===== config.mk =====
export PLATFORM = sky130hd
export DESIGN_NAME = scmv_unit
export DESIGN_NICKNAME = d
export VERILOG_FILES = /design/src/rtl/scmv_pkg.sv /design/src/rtl/scmv_operand.sv /design/src/rtl/scmv_compare.sv /design/src/rtl/scmv_move.sv /design/src/rtl/scmv_unit.sv
export SDC_FILE = /design/constraint.sdc
export NUM_CORES = 1
export LEC_CHECK = 0
export BUFFER_PORTS_ARGS = -buffer_cell sky130_fd_sc_hd__buf_2
export CAP_MARGIN = 10
export CORE_MARGIN = 3
export CORE_UTILIZATION = 48
export CTS_CLUSTER_DIAMETER = 30
export DETAILED_ROUTE_END_ITERATION = 10
export GPL_TIMING_DRIVEN = 0
export PLACE_DENSITY = 0.88
export SLEW_MARGIN = 40
export SYNTH_ARGS = -nofsm -noshare
export SYNTH_HDL_FRONTEND = slang
export SYNTH_SLANG_ARGS = --single-unit

===== constraint.sdc =====
create_clock -name clk -period 4.9 [get_ports clk]
set_input_delay 1.225 -clock clk [delete_from_list [all_inputs] [get_ports clk]]
set_output_delay 1.225 -clock clk [all_outputs]
set_load 0.02 [all_outputs]

===== src/rtl/scmv_pkg.sv =====
package scmv_pkg;
  localparam int DATA_W = 32;
  localparam int IMM_W  = 16;
  localparam int OP_W   = 4;

  localparam logic [OP_W-1:0] OP_SEQ  = 4'd0;
  localparam logic [OP_W-1:0] OP_SNE  = 4'd1;
  localparam logic [OP_W-1:0] OP_SLT  = 4'd2;
  localparam logic [OP_W-1:0] OP_SLTU = 4'd3;
  localparam logic [OP_W-1:0] OP_SGT  = 4'd4;
  localparam logic [OP_W-1:0] OP_SGTU = 4'd5;
  localparam logic [OP_W-1:0] OP_SLE  = 4'd6;
  localparam logic [OP_W-1:0] OP_SLEU = 4'd7;
  localparam logic [OP_W-1:0] OP_SGE  = 4'd8;
  localparam logic [OP_W-1:0] OP_SGEU = 4'd9;
  localparam logic [OP_W-1:0] OP_MOVZ = 4'd10;
  localparam logic [OP_W-1:0] OP_MOVN = 4'd11;

  function automatic logic op_is_cmp(input logic [OP_W-1:0] o);
    return o <= OP_SGEU;
  endfunction
endpackage


===== src/rtl/scmv_operand.sv =====
module scmv_operand #(
  parameter int DW = 32,
  parameter int IW = 16
) (
  input  logic [DW-1:0] reg_b,
  input  logic [IW-1:0] imm,
  input  logic          use_imm,
  output logic [DW-1:0] opnd_b
);
  localparam int EXT_W = DW - IW;
  logic [DW-1:0] imm_ext;

  generate
    if (EXT_W > 0) begin : g_ext
      assign imm_ext = {{EXT_W{imm[IW-1]}}, imm};
    end else begin : g_trunc
      assign imm_ext = imm[DW-1:0];
    end
  endgenerate

  assign opnd_b = use_imm ? imm_ext : reg_b;
endmodule


===== src/rtl/scmv_compare.sv =====
module scmv_compare
  import scmv_pkg::*;
#(
  parameter int DW = 32
) (
  input  logic [OP_W-1:0] op,
  input  logic [DW-1:0]   a,
  input  logic [DW-1:0]   b,
  output logic            hit
);
  logic eq, lt_s, gt_s, lt_u, gt_u;

  assign eq   = (a == b);
  assign lt_u = (a < b);
  assign gt_u = (b < a);
  assign lt_s = ($signed(a) < $signed(b));
  assign gt_s = ($signed(b) < $signed(a));

  always_comb begin
    unique case (op)
      OP_SEQ:  hit = eq;
      OP_SNE:  hit = !eq;
      OP_SLT:  hit = lt_s;
      OP_SLTU: hit = lt_u;
      OP_SGT:  hit = gt_s;
      OP_SGTU: hit = gt_u;
      OP_SLE:  hit = !gt_s;
      OP_SLEU: hit = !gt_u;
      OP_SGE:  hit = !lt_s;
      OP_SGEU: hit = !lt_u;
      default: hit = 1'b0;
    endcase
  end

  // each ordering picks exactly one of less, equal, greater
  always_comb begin
    a_r4_signed_order: assert ($onehot({lt_s, eq, gt_s}))
      else $error("signed ordering not exclusive");
    a_r5_unsigned_order: assert ($onehot({lt_u, eq, gt_u}))
      else $error("unsigned ordering not exclusive");
  end
endmodule


===== src/rtl/scmv_move.sv =====
module scmv_move
  import scmv_pkg::*;
#(
  parameter int DW = 32
) (
  input  logic [OP_W-1:0] op,
  input  logic [DW-1:0]   test,
  output logic            take
);
  logic is_zero;
  assign is_zero = (test == '0);

  always_comb begin
    case (op)
      OP_MOVZ: take = is_zero;
      OP_MOVN: take = !is_zero;
      default: take = 1'b0;
    endcase
  end
endmodule


===== src/rtl/scmv_unit.sv =====
module scmv_unit
  import scmv_pkg::*;
#(
  parameter int DW = DATA_W,
  parameter int IW = IMM_W
) (
  input  logic            clk,
  input  logic            rst,
  input  logic [OP_W-1:0] op,
  input  logic [DW-1:0]   src_a,
  input  logic [DW-1:0]   src_b,
  input  logic [IW-1:0]   imm,
  input  logic            use_imm,
  input  logic [DW-1:0]   dst_old,
  output logic [DW-1:0]   result,
  output logic            wr_en
);
  logic [DW-1:0] opnd_b;
  logic          cmp_hit;
  logic          mv_take;
  logic          is_cmp;
  logic [DW-1:0] res_d;
  logic          we_d;
  logic [DW-1:0] res_q;
  logic          we_q;
  logic          live_q;

  scmv_operand #(.DW(DW), .IW(IW)) u_opnd (
    .reg_b(src_b), .imm(imm), .use_imm(use_imm), .opnd_b(opnd_b)
  );

  scmv_compare #(.DW(DW)) u_cmp (
    .op(op), .a(src_a), .b(opnd_b), .hit(cmp_hit)
  );

  scmv_move #(.DW(DW)) u_mv (
    .op(op), .test(src_b), .take(mv_take)
  );

  assign is_cmp = op_is_cmp(op);

  always_comb begin
    if (is_cmp) begin
      res_d = {{(DW-1){1'b0}}, cmp_hit};
      we_d  = 1'b1;
    end else if (mv_take) begin
      res_d = src_a;
      we_d  = 1'b1;
    end else begin
      res_d = dst_old;
      we_d  = 1'b0;
    end
  end

  always_ff @(posedge clk) begin
    if (rst) begin
      res_q  <= '0;
      we_q   <= 1'b0;
      live_q <= 1'b0;
    end else begin
      res_q  <= res_d;
      we_q   <= we_d;
      live_q <= 1'b1;
    end
  end

  assign result = res_q;
  assign wr_en  = we_q;

  // compares always write
  a_r9_cmp_writes: assert property (@(posedge clk) disable iff (rst)
    (live_q && $past(op_is_cmp(op))) |-> wr_en)
    else $error("compare without write-enable");

  // compare results are zero-extended booleans
  a_r3_zero_ext: assert property (@(posedge clk) disable iff (rst)
    (live_q && $past(op_is_cmp(op))) |-> (result[DW-1:1] == '0))
    else $error("compare result not 0/1");

  // a suppressed write carries the old destination value
  a_r7_hold_old: assert property (@(posedge clk) disable iff (rst)
    (live_q && !wr_en) |-> (result == $past(dst_old)))
    else $error("suppressed write changed value");

  // undefined codes never write
  a_r10_undef_nowrite: assert property (@(posedge clk) disable iff (rst)
    (live_q && ($past(op) > OP_MOVN)) |-> !wr_en)
    else $error("undefined code wrote");

  // reset clears outputs on the next edge
  a_r1_reset_clear: assert property (@(posedge clk)
    $past(rst) |-> (result == '0 && !wr_en))
    else $error("reset did not clear");
endmodule


==> results by group <==
Outcome
  • Status: finished clean

CTS
  • Clock transition at path regs: 70 ps
  • Post_cts resized: 0
  • Num Clock Sinks: 33
  • Hold_buf cts: 0
  • CTS buffer count: 5
  • # Post-CTS Setup Buffers: 0
  • H-tree levels: 2
  • Root Driver: clkbuf_8
  • Clock buffer depth: 2
  • CTS tree: built

Global routing
  • GR Overflow Total: 0
  • Pin count of the biggest net entering global routing: 11
  • Global Route Usage Sum: 0.242
  • Initial antenna violation count: 0
  • Vias in the first global route: 3544
  • First-pass GRT wire length: ~15000 µm

Timing
  • Final hold slack: 1140 ps
  • RSZ-0062 raised after global routing: no
  • Fmax: 222 MHz
  • Setup_tns: 0 ps
  • Setup ws final: 395 ps
  • Worst slew pin tran: 578 ps
  • Fin. Hold Viols: 0
  • Final Cycle Share: 0.919
  • Minimum clock period: 4510 ps
  • # setup viols final: 0
  • Worst slew margin: 0.615
  • Fin. max-slew vios: 0

Setup path
  • Worst-path maximum fanout: 10
  • CP most frequent cell: clkbuf_1
  • CP arrival: 4670 ps
  • Max stage delay on crit path: 590 ps
  • Critical setup path kind: in -> reg
  • Setup crit end kind: register
  • Worst path slowest cell: or4_4
  • Cells along the critical path: clkbuf_1 > clkinv_1 > clkbuf_1 > a21oi_1 > inv_1 > ha_1 > nand4_2 > or4_4 > nor2_1 > mux2i_1 > o311ai_2 > nor3b_1 > a221oi_2
  • Critical path data required time: between 5000 and 6000 ps
  • Worst Setup Start Kind: input port

Die
  • Die area: 7880 µm²
  • IO Pins: 152
  • Core area: 6490 µm²
  • Site Rows: 29
  • Die Y: 88.8 µm
  • Die width: 88.8 µm
  • Initial Utilization: 0.506

Power and ir drop
  • Pwr/cell area: about 190 nW/µm²
  • Sw Ratio: 0.348
  • Maximum VDD drop: about 0.00011 V
  • Internal Pwr Total: 517 µW
  • Clock network power share: 0.271
  • Seq pwr share: 0.356
  • P_leak: between 2 and 2.5 nW
  • Combinational Power Share: 0.373
  • Switching power: roughly 280 µW

Cells and area
  • Core Util, Final: 0.649
  • Filler cell count in the final layout: 587
  • Diodes inserted: 0
  • Ratio of cells with drive above 1 in the final layout: 0.298
  • Finished Cell Area: 4220 µm²
  • Area growth, synth to finish: 28.3%
  • Number of nets in the layout: 747

Yosys
  • Post-synthesis register bit count: 33
  • Post-Syn Area per Cell: 8.06 µm²
  • Yosys top cell by area: ha_1
  • Yosys Warn Count: 0
  • Number of synthesized flops with an enable pin: 0
  • Gate Count Post-Synth: around 410
  • Yosys top cell area share: 0.244
  • Most used DFF post-synth: dfxtp_1
  • Async set-reset flop share out of synthesis: 0
  • Net Count, Synth: around 590
  • Register area share after synthesis: 0.201
  • Main area contributors after synthesis: ha_1, dfxtp_1, mux2i_1, inv_1, a21oi_1
  • Syn Std Cell Area: 3290 µm²
  • Synth cell types: 44

Routing
  • Met1 WL: 3710 µm
  • DR pass1 iterations: 4
  • Wire length on met2: approximately 5000 µm
  • Routed wire per std cell: 14.8 µm
  • Total wire length: about 9500 µm
  • Via Count: 3419
  • Top Metal Used: met4
  • Final ANT Viol Nets: 0
  • Residual DRC: 0
  • DRT iter0 DRCs: 123
  • DR WL met3: around 740 µm
  • Vias per inst: between 5 and 6

Placement
  • Dpl hpwl: between 8000 and 9000 µm
  • Pre-CTS setup slack: -96.6 ps
  • Placer congestion estimate: 0.859
  • Placed Area: between 4000 and 5000 µm²
  • Input/output buffers: around 150

Hold path
  • Hold Path Class: in -> reg

Job
  • Max-Cap Viols: 0
-- power by group through the flow --
stage / registers [mW] / logic (mW) / clock network, mW
floorplan: 0.303 / 0.165 / 0
global placement: 0.288 / 0.278 / 0
detailed placement: 0.288 / 0.294 / 0
CTS: 0.282 / 0.295 / 0.225
global route: 0.283 / 0.333 / 0.235
finish: 0.282 / 0.295 / 0.215
-- cell usage after synthesis (3+ instances only) --
| cell | count |
|---|---|
| a21o_1 | 4 |
| a21oi_1 | 43 |
| buf_4 | 3 |
| clkbuf_1 | 12 |
| dfxtp_1 | 33 |
| ha_1 | 64 |
| inv_1 | 67 |
| mux2i_1 | 48 |
| nand2_1 | 18 |
| nand2b_1 | 3 |
| nand3_1 | 4 |
| nand4_1 | 5 |
| nor2_1 | 38 |
| nor2b_1 | 3 |
| nor3_1 | 6 |
| nor4_1 | 9 |
| o21ai_0 | 12 |
-- layout by cell type, fill, tap and decap left out, drive strengths merged, types with 8 or more instances in the layout --
cell	n
a21oi	43
buf	152
clkbuf	19
dfxtp	33
ha	64
inv	67
mux2i	48
nand2	18
nand4	8
nor2	38
nor3	8
nor4	9
o21ai	12
-- cells by family after synthesis --
family,Yosys count,share of synthesized area
compound gates,77,0.143
xor+xnor,1,0.00266
fa+ha+maj,64,0.244
buf+inv,83,0.0982
flops,33,0.201
mux,48,0.146
simple gates,102,0.165
-- state kept, by name, summed over array words and instances (netlist names) --
register,flops
result,32
wr_en,1
-- cell type report --
cell class | instances | area (µm²) | share of cell area
inverters | 68 | 255 | 0.0605
multi-input cells | 292 | 2300 | 0.546
plain buffers | 15 | 68.8 | 0.0163
flip-flops and latches | 33 | 661 | 0.157
clock buffers | 7 | 86.3 | 0.0205
well taps | 77 | 96.3 | 0.0228
repair buffers | 149 | 746 | 0.177
-- routing by layer --
layer	vias to the layer above	track usage
li1	1704	-
met1	1558	0.261
met2	140	0.461
met3	17	0.0568
met4	0	0.0742
met5	-	0
-- path summary, 6_finish.rpt --
check / startpoint / endpoint / slack (ps) / depth (start not counted)
max: use_imm / result[0] / 390 / 13
min: rst / result[0] / 1140 / 2
-- worst max-delay path: cells and delay by family --
family | cells | cell delay (ps)
buffers and inverters | 4 | 1200
and+or+nand+nor | 4 | 1160
muxes | 1 | 260
adders and majority gates | 1 | 360
AOI/OAI and AO/OA | 3 | 460
-- metrics by stage --
| stage | std cells | total power, mW |
|---|---|---|
| 2_1_floorplan | 408 | 0.469 |
| 3_3_place_gp | 634 | 0.566 |
| 3_5_place_dp | 634 | 0.582 |
| 4_1_cts | 641 | 0.802 |
| 5_1_grt | 641 | 0.851 |
| 6_report | 641 | 0.792 |
Power figures use the tool's default switching activity.
